<file path="src/rtl/wdg_pkg.sv">
package wdg_pkg;

  typedef enum logic {
    ST_WATCH = 1'b0,
    ST_PULSE = 1'b1
  } wdg_state_e;

  localparam int unsigned SEL_W  = 3;
  localparam int unsigned N_SEL  = 8;
  localparam int unsigned MAX_SH = 7;

  // Shift applied to the base pulse width for each select code.
  function automatic int unsigned span_shift(input logic [SEL_W-1:0] sel);
    case (sel)
      3'd0:    return 32'd6;
      3'd7:    return 32'd7;
      default: return {29'd0, sel} - 32'd1;
    endcase
  endfunction

  function automatic int unsigned pulse_ticks(input logic [SEL_W-1:0] sel,
                                              input int unsigned base);
    return base << span_shift(sel);
  endfunction

  function automatic int unsigned timeout_ticks(input logic [SEL_W-1:0] sel,
                                                input int unsigned base,
                                                input int unsigned ratio);
    return ratio * pulse_ticks(sel, base);
  endfunction

endpackage

</file>
<file path="src/rtl/wdg_edge.sv">
module wdg_edge (
  input  logic clk,
  input  logic rst_n,
  input  logic hb_i,
  output logic edge_o
);
  logic hb_q;

  always_ff @(posedge clk) begin
    if (!rst_n) hb_q <= 1'b0;
    else        hb_q <= hb_i;
  end

  assign edge_o = hb_i ^ hb_q;

endmodule

</file>
<file path="src/rtl/wdg_limits.sv">
module wdg_limits
  import wdg_pkg::*;
#(
  parameter int unsigned BASE_W = 128,
  parameter int unsigned RATIO  = 6,
  parameter int unsigned CW     = 17
) (
  input  logic [SEL_W-1:0] sel_i,
  output logic [CW-1:0]    tmo_o,
  output logic [CW-1:0]    pw_o
);
  logic [CW-1:0] tmo_tab [N_SEL];
  logic [CW-1:0] pw_tab  [N_SEL];

  for (genvar g = 0; g < N_SEL; g++) begin : g_tab
    localparam int unsigned PW  = pulse_ticks(SEL_W'(g), BASE_W);
    localparam int unsigned TMO = timeout_ticks(SEL_W'(g), BASE_W, RATIO);
    assign pw_tab[g]  = CW'(PW);
    assign tmo_tab[g] = CW'(TMO);
  end

  assign tmo_o = tmo_tab[sel_i];
  assign pw_o  = pw_tab[sel_i];

  // every selected pair has a nonzero width shorter than its timeout
  always_comb begin
    p_limit_pair_r4: assert (pw_o != '0 && tmo_o > pw_o);
  end

endmodule

</file>
<file path="src/rtl/wdg_core.sv">
module wdg_core
  import wdg_pkg::*;
#(
  parameter int unsigned CW      = 17,
  parameter int unsigned CNT_MAX = 98304
) (
  input  logic          clk,
  input  logic          rst_n,
  input  logic          en_i,
  input  logic          tick_i,
  input  logic          edge_i,
  input  logic [CW-1:0] tmo_i,
  input  logic [CW-1:0] pw_i,
  output logic          wdog_n_o,
  output logic          rst_req_n_o
);
  wdg_state_e    st_q, st_d;
  logic [CW-1:0] cnt_q, cnt_d;
  logic [CW-1:0] cnt_inc;
  logic          wdn_q, wdn_d;
  logic          expire;      // timeout reached this cycle
  logic          pulse_done;  // reset pulse ends this cycle

  assign cnt_inc = cnt_q + CW'(1);

  always_comb begin
    st_d       = st_q;
    cnt_d      = cnt_q;
    wdn_d      = wdn_q;
    expire     = 1'b0;
    pulse_done = 1'b0;
    if (!en_i) begin
      st_d  = ST_WATCH;
      cnt_d = '0;
      wdn_d = 1'b1;
    end else begin
      if (edge_i) wdn_d = 1'b1;
      case (st_q)
        ST_WATCH: begin
          if (edge_i) begin
            cnt_d = '0;
          end else if (tick_i) begin
            if (cnt_inc >= tmo_i) begin
              expire = 1'b1;
              st_d   = ST_PULSE;
              cnt_d  = '0;
              wdn_d  = 1'b0;
            end else begin
              cnt_d = cnt_inc;
            end
          end
        end
        ST_PULSE: begin
          if (tick_i) begin
            if (cnt_inc >= pw_i) begin
              pulse_done = 1'b1;
              st_d       = ST_WATCH;
              cnt_d      = '0;
            end else begin
              cnt_d = cnt_inc;
            end
          end
        end
        default: st_d = ST_WATCH;
      endcase
    end
  end

  always_ff @(posedge clk) begin
    if (!rst_n) begin
      st_q  <= ST_WATCH;
      cnt_q <= '0;
      wdn_q <= 1'b1;
    end else begin
      st_q  <= st_d;
      cnt_q <= cnt_d;
      wdn_q <= wdn_d;
    end
  end

  assign rst_req_n_o = (st_q != ST_PULSE);
  assign wdog_n_o    = wdn_q;

  // a disabled monitor shows both outputs high on the next edge
  p_disable_quiet_r8: assert property (@(posedge clk) disable iff (!rst_n)
    !en_i |=> (rst_req_n_o && wdog_n_o));

  // a reset pulse never starts while the flag is high
  p_pulse_lowers_flag_r2: assert property (@(posedge clk) disable iff (!rst_n)
    $fell(rst_req_n_o) |-> !wdog_n_o);

  // an enabled heartbeat edge raises the flag
  p_edge_clears_flag_r5: assert property (@(posedge clk) disable iff (!rst_n)
    (en_i && edge_i) |=> wdog_n_o);

  // without a tick the reset request holds
  p_hold_without_tick_r9: assert property (@(posedge clk) disable iff (!rst_n)
    (en_i && !tick_i) |=> $stable(rst_req_n_o));

  // the pulse only ends through completion or disable
  p_release_cause_r3: assert property (@(posedge clk) disable iff (!rst_n)
    $rose(rst_req_n_o) |-> $past(pulse_done || !en_i));

  // a detected expiry always produces a pulse
  p_expire_pulses_r2: assert property (@(posedge clk) disable iff (!rst_n)
    expire |=> !rst_req_n_o);

  // the counter stays inside the longest programmable span
  p_no_overflow_r4: assert property (@(posedge clk) disable iff (!rst_n)
    cnt_q < CW'(CNT_MAX));

endmodule

</file>
<file path="src/rtl/wdog_pulser.sv">
module wdog_pulser
  import wdg_pkg::*;
#(
  parameter int unsigned BASE_W = 128,
  parameter int unsigned RATIO  = 6
) (
  input  logic             clk,
  input  logic             rst_n,
  input  logic             tick_i,
  input  logic             hb_i,
  input  logic             hb_open_i,
  input  logic             pwr_fail_i,
  input  logic             backup_i,
  input  logic [SEL_W-1:0] tmo_sel_i,
  output logic             wdog_n_o,
  output logic             rst_req_n_o
);
  localparam int unsigned MAX_TMO = RATIO * (BASE_W << MAX_SH);
  localparam int unsigned CW      = $clog2(MAX_TMO + 1);

  logic          monitor_en;
  logic          hb_edge;
  logic [CW-1:0] tmo_lim;
  logic [CW-1:0] pw_lim;

  assign monitor_en = !(hb_open_i || pwr_fail_i || backup_i);

  wdg_edge u_edge (
    .clk    (clk),
    .rst_n  (rst_n),
    .hb_i   (hb_i),
    .edge_o (hb_edge)
  );

  wdg_limits #(
    .BASE_W (BASE_W),
    .RATIO  (RATIO),
    .CW     (CW)
  ) u_limits (
    .sel_i (tmo_sel_i),
    .tmo_o (tmo_lim),
    .pw_o  (pw_lim)
  );

  wdg_core #(
    .CW      (CW),
    .CNT_MAX (MAX_TMO)
  ) u_core (
    .clk         (clk),
    .rst_n       (rst_n),
    .en_i        (monitor_en),
    .tick_i      (tick_i),
    .edge_i      (hb_edge),
    .tmo_i       (tmo_lim),
    .pw_i        (pw_lim),
    .wdog_n_o    (wdog_n_o),
    .rst_req_n_o (rst_req_n_o)
  );

  // outputs are high while in reset
  p_reset_high_r10: assert property (@(posedge clk)
    !rst_n |=> (wdog_n_o && rst_req_n_o));

endmodule

</file>
<file path="config.mk">
export PLATFORM = sky130hd
export DESIGN_NAME = wdog_pulser
export DESIGN_NICKNAME = d
export VERILOG_FILES = /design/src/rtl/wdg_pkg.sv /design/src/rtl/wdg_edge.sv /design/src/rtl/wdg_limits.sv /design/src/rtl/wdg_core.sv /design/src/rtl/wdog_pulser.sv
export SDC_FILE = /design/constraint.sdc
export NUM_CORES = 1
export LEC_CHECK = 0
export ABC_AREA = 1
export BUFFER_PORTS_ARGS = -buffer_cell sky130_fd_sc_hd__buf_2
export CELL_PAD_IN_SITES_DETAIL_PLACEMENT = 2
export CELL_PAD_IN_SITES_GLOBAL_PLACEMENT = 2
export CORE_MARGIN = 2
export CORE_UTILIZATION = 31
export CTS_CLUSTER_SIZE = 30
export DETAILED_ROUTE_END_ITERATION = 12
export PLACE_DENSITY_LB_ADDON = 0.3
export SYNTH_ARGS = -nofsm -noshare
export SYNTH_HDL_FRONTEND = slang
export SYNTH_SLANG_ARGS = --single-unit
</file>
<file path="constraint.sdc">
create_clock -name clk -period 3.83 [get_ports clk]
set_clock_uncertainty 0.2 [all_clocks]
set_input_delay 0.5745 -clock clk [delete_from_list [all_inputs] [get_ports clk]]
set_output_delay 0.5745 -clock clk [all_outputs]
set_load 0.02 [all_outputs]
</file>
==> flow_summary.ini <==
[worst_setup_path]
r2r-start = u_core.cnt_q[1]
crit_path_start_kind = flop
setup.worst_path.start = u_core.cnt_q[1]
endpoint_kind = flop
cp.required_ns = 3.82
path_max_fanout = 16
path_class = flop to flop
arrival_ns = 3.35

[grt]
track_usage = 0.1815
grt_overflow_total = 0
grt_max_degree = 19
grt_pass1_vias = 2211
antenna_found_initial = 0
grt_pass1_wl_um = 10460

[yosys]
syn-num-nets = 345
syn_inst = 313
ys_warn_count = 0
syn_avg_cell_area_um2 = 6.296
async_reset_ff_frac = 0
synth_area_um2 = 1971
synth-seq-cells = 20
synth_edf_count = 0
ys_dominant_reg_cell = dfxtp_1
synthTopCellsByArea = dfxtp_1 20%, nor2_1 15%, ha_1 14%
netlist-cell-type-count = 31
synth_top_area_frac = 0.2032
synth_top_cell_by_area = dfxtp_1
synth-seq-area-share = 0.2032

[drt]
vias_per_cell = 4.908
vias = 1968
wire_per_inst_um = 14.56
drc = 0
routed_wl_um = 5838
dr.pass1.iters = 4
final_antenna_net_count = 0
drt_iter0_drc = 34

[final_layout]
final_cell_mix = 81 x nor2_1, 53 x nand2_1, 43 x inv_1, 33 x nand3_1, 22 x ha_1
stdcell_count = 401
diodes = 0
fill_cells = 809
layout_commonest_cell = nor2_1
multi_input_area_um2 = 1328
seq_area_um2 = 400.4
drive_above_1_share = 0.1142
nets = 358
area_delta_synth_final_pct = 7.365

[placement]
place_ws_ns = 0.3930
portBuffers = 11
dp.cells = 398
hpwl_um = 4840
gp_congestion = 0.7917

[cts]
clkTransAtPathRegs_ns = 0.07
clock-sinks = 20
cts_buffers = 3
cts_buffer_depth = 2
clock_latency_ns = 0.26
holdBufCountCts = 0
cts_setup_buffers = 0
htreeDepth = 1
root_buffer = clkbuf_8
tritoncts = done

[timing]
fin_ws_ns = 0.4683
setup_tns_ns = 0
slew_violations = 0
rsz0062_at_grt = false
hold_viol_final = 0
fmax_mhz = 297.5
period_share = 0.8777
hold_ws_ns = 0.3074
report.final.setup_viol = 0
max_slew_margin = 0.5964
worstMarginPinSlew_ns = 0.6017
finalCriticalPeriod_ns = 3.362

[min_path]
min_from = rst_n
hp-class = input pin to flop

[pwr]
leakagePower_nw = 0.9358
powerDensity_nw_per_um2 = 201.0
ir_worst_vdd_v = 0.0001272

[die]
io_pins = 12
die_h_um = 83.73
core_um2 = 6241
rows = 29
die_x_um = 83.73
start_util = 0.3158
dieArea_um2 = 7011

[run_status]
status = complete, no violations

[run]
cap_violations = 0
## power by group
group          total [mW]  internal [mW]  switching [mW]  leakage [nW]
Sequential          0.209          0.209        0.000503         0.161
Combinational      0.0745         0.0242          0.0502         0.753
Clock               0.142         0.0702          0.0716        0.0216
## flip-flops by register name (all words and copies together), names as in the netlist
name,cells
u_core.cnt_q,17
u_core.wdog_n_o,1
u_edge.hb_q,1
u_core.st_q,1
## metrics by stage
step	instance area (um2)	total power, mW	utilization
2_1_floorplan	1971	0.2753	-
3_3_place_gp	2069	0.2880	0.3316
3_5_place_dp	2069	0.2899	0.3316
4_1_cts	2111	0.4325	0.3382
5_1_grt	2116	0.4491	0.3390
6_report	2116	0.4252	0.3390
## cells by family (layout without fill, tap and decap cells)
| family | count (synthesis) | count (layout) | synth area share |
|---|---|---|---|
| AOI/OAI and AO/OA | 17 | 17 | 0.04698 |
| DFF | 20 | 20 | 0.2032 |
| and+or+nand+nor | 195 | 195 | 0.4489 |
| xor gates and xnor gates | 8 | 8 | 0.03556 |
| adders and majority gates | 22 | 22 | 0.1397 |
| buffers and inverters | 51 | 62 | 0.1257 |
## synth_stat cells (2+ instances only)
cell and number:
ha_1 22, nand2_2 9, clkbuf_8 2, dfxtp_1 20, nand4_1 4, o21ai_0 7, nand3_2 2, nor2_4 3
a21oi_1 7, o21bai_1 2, nand3_1 33, nand2_1 53, nor2_1 81, nor3_1 3, xor2_1 7, inv_1 43
## what timing repair did
action                                 4_1_cts  5_1_grt
gates resized for setup                      0        1
setup endpoints to repair                    0        2
endpoints found under the hold margin        0        0
## path summary, 6_finish.rpt
| path | to | slack (ns) | cells past startpoint |
|---|---|---|---|
| min | u_edge.hb_q | 0.31 | 3 |
| max reg2reg | u_core.cnt_q[6] | 0.47 | 18 |
| max | u_core.cnt_q[6] | 0.47 | 18 |
| min reg2reg | u_core.wdog_n_o | 0.31 | 2 |
## metal layers
| layer | wire, um | GRT usage | vias to the layer above |
|---|---|---|---|
| met4 | 43 | 0.03519 | 0 |
| li1 | - | - | 1004 |
| met2 | 3108 | 0.3455 | 6 |
| met1 | 2648 | 0.2237 | 954 |
| met3 | 36 | 0.01187 | 4 |
| met5 | 0 | 0 | - |
## area by class of cell
type / count / area share
multi-input cells: 242 / 0.6274
flip-flops and latches: 20 / 0.1892
inverters: 44 / 0.07806
well taps: 77 / 0.04554
repair buffers: 15 / 0.04021
clock buffers: 3 / 0.01952
## critical path, cell delays in order (launching register included)
cell and delay, ns:
dfxtp_1 0.41, ha_1 0.26, nand3_1 0.12, nor2_1 0.17, nand3_1 0.15, nor2_1 0.16, xor2_1 0.25, ha_1 0.29
nand2_1 0.07, inv_1 0.04, o21bai_1 0.13, nand3_1 0.09, a21oi_1 0.16, nand4_2 0.16, nand2_4 0.21, nand3_1 0.12
nor2_1 0.14, nor2_1 0.05, nor2_1 0.08
Note: power is estimated with default switching activity, not from simulation.
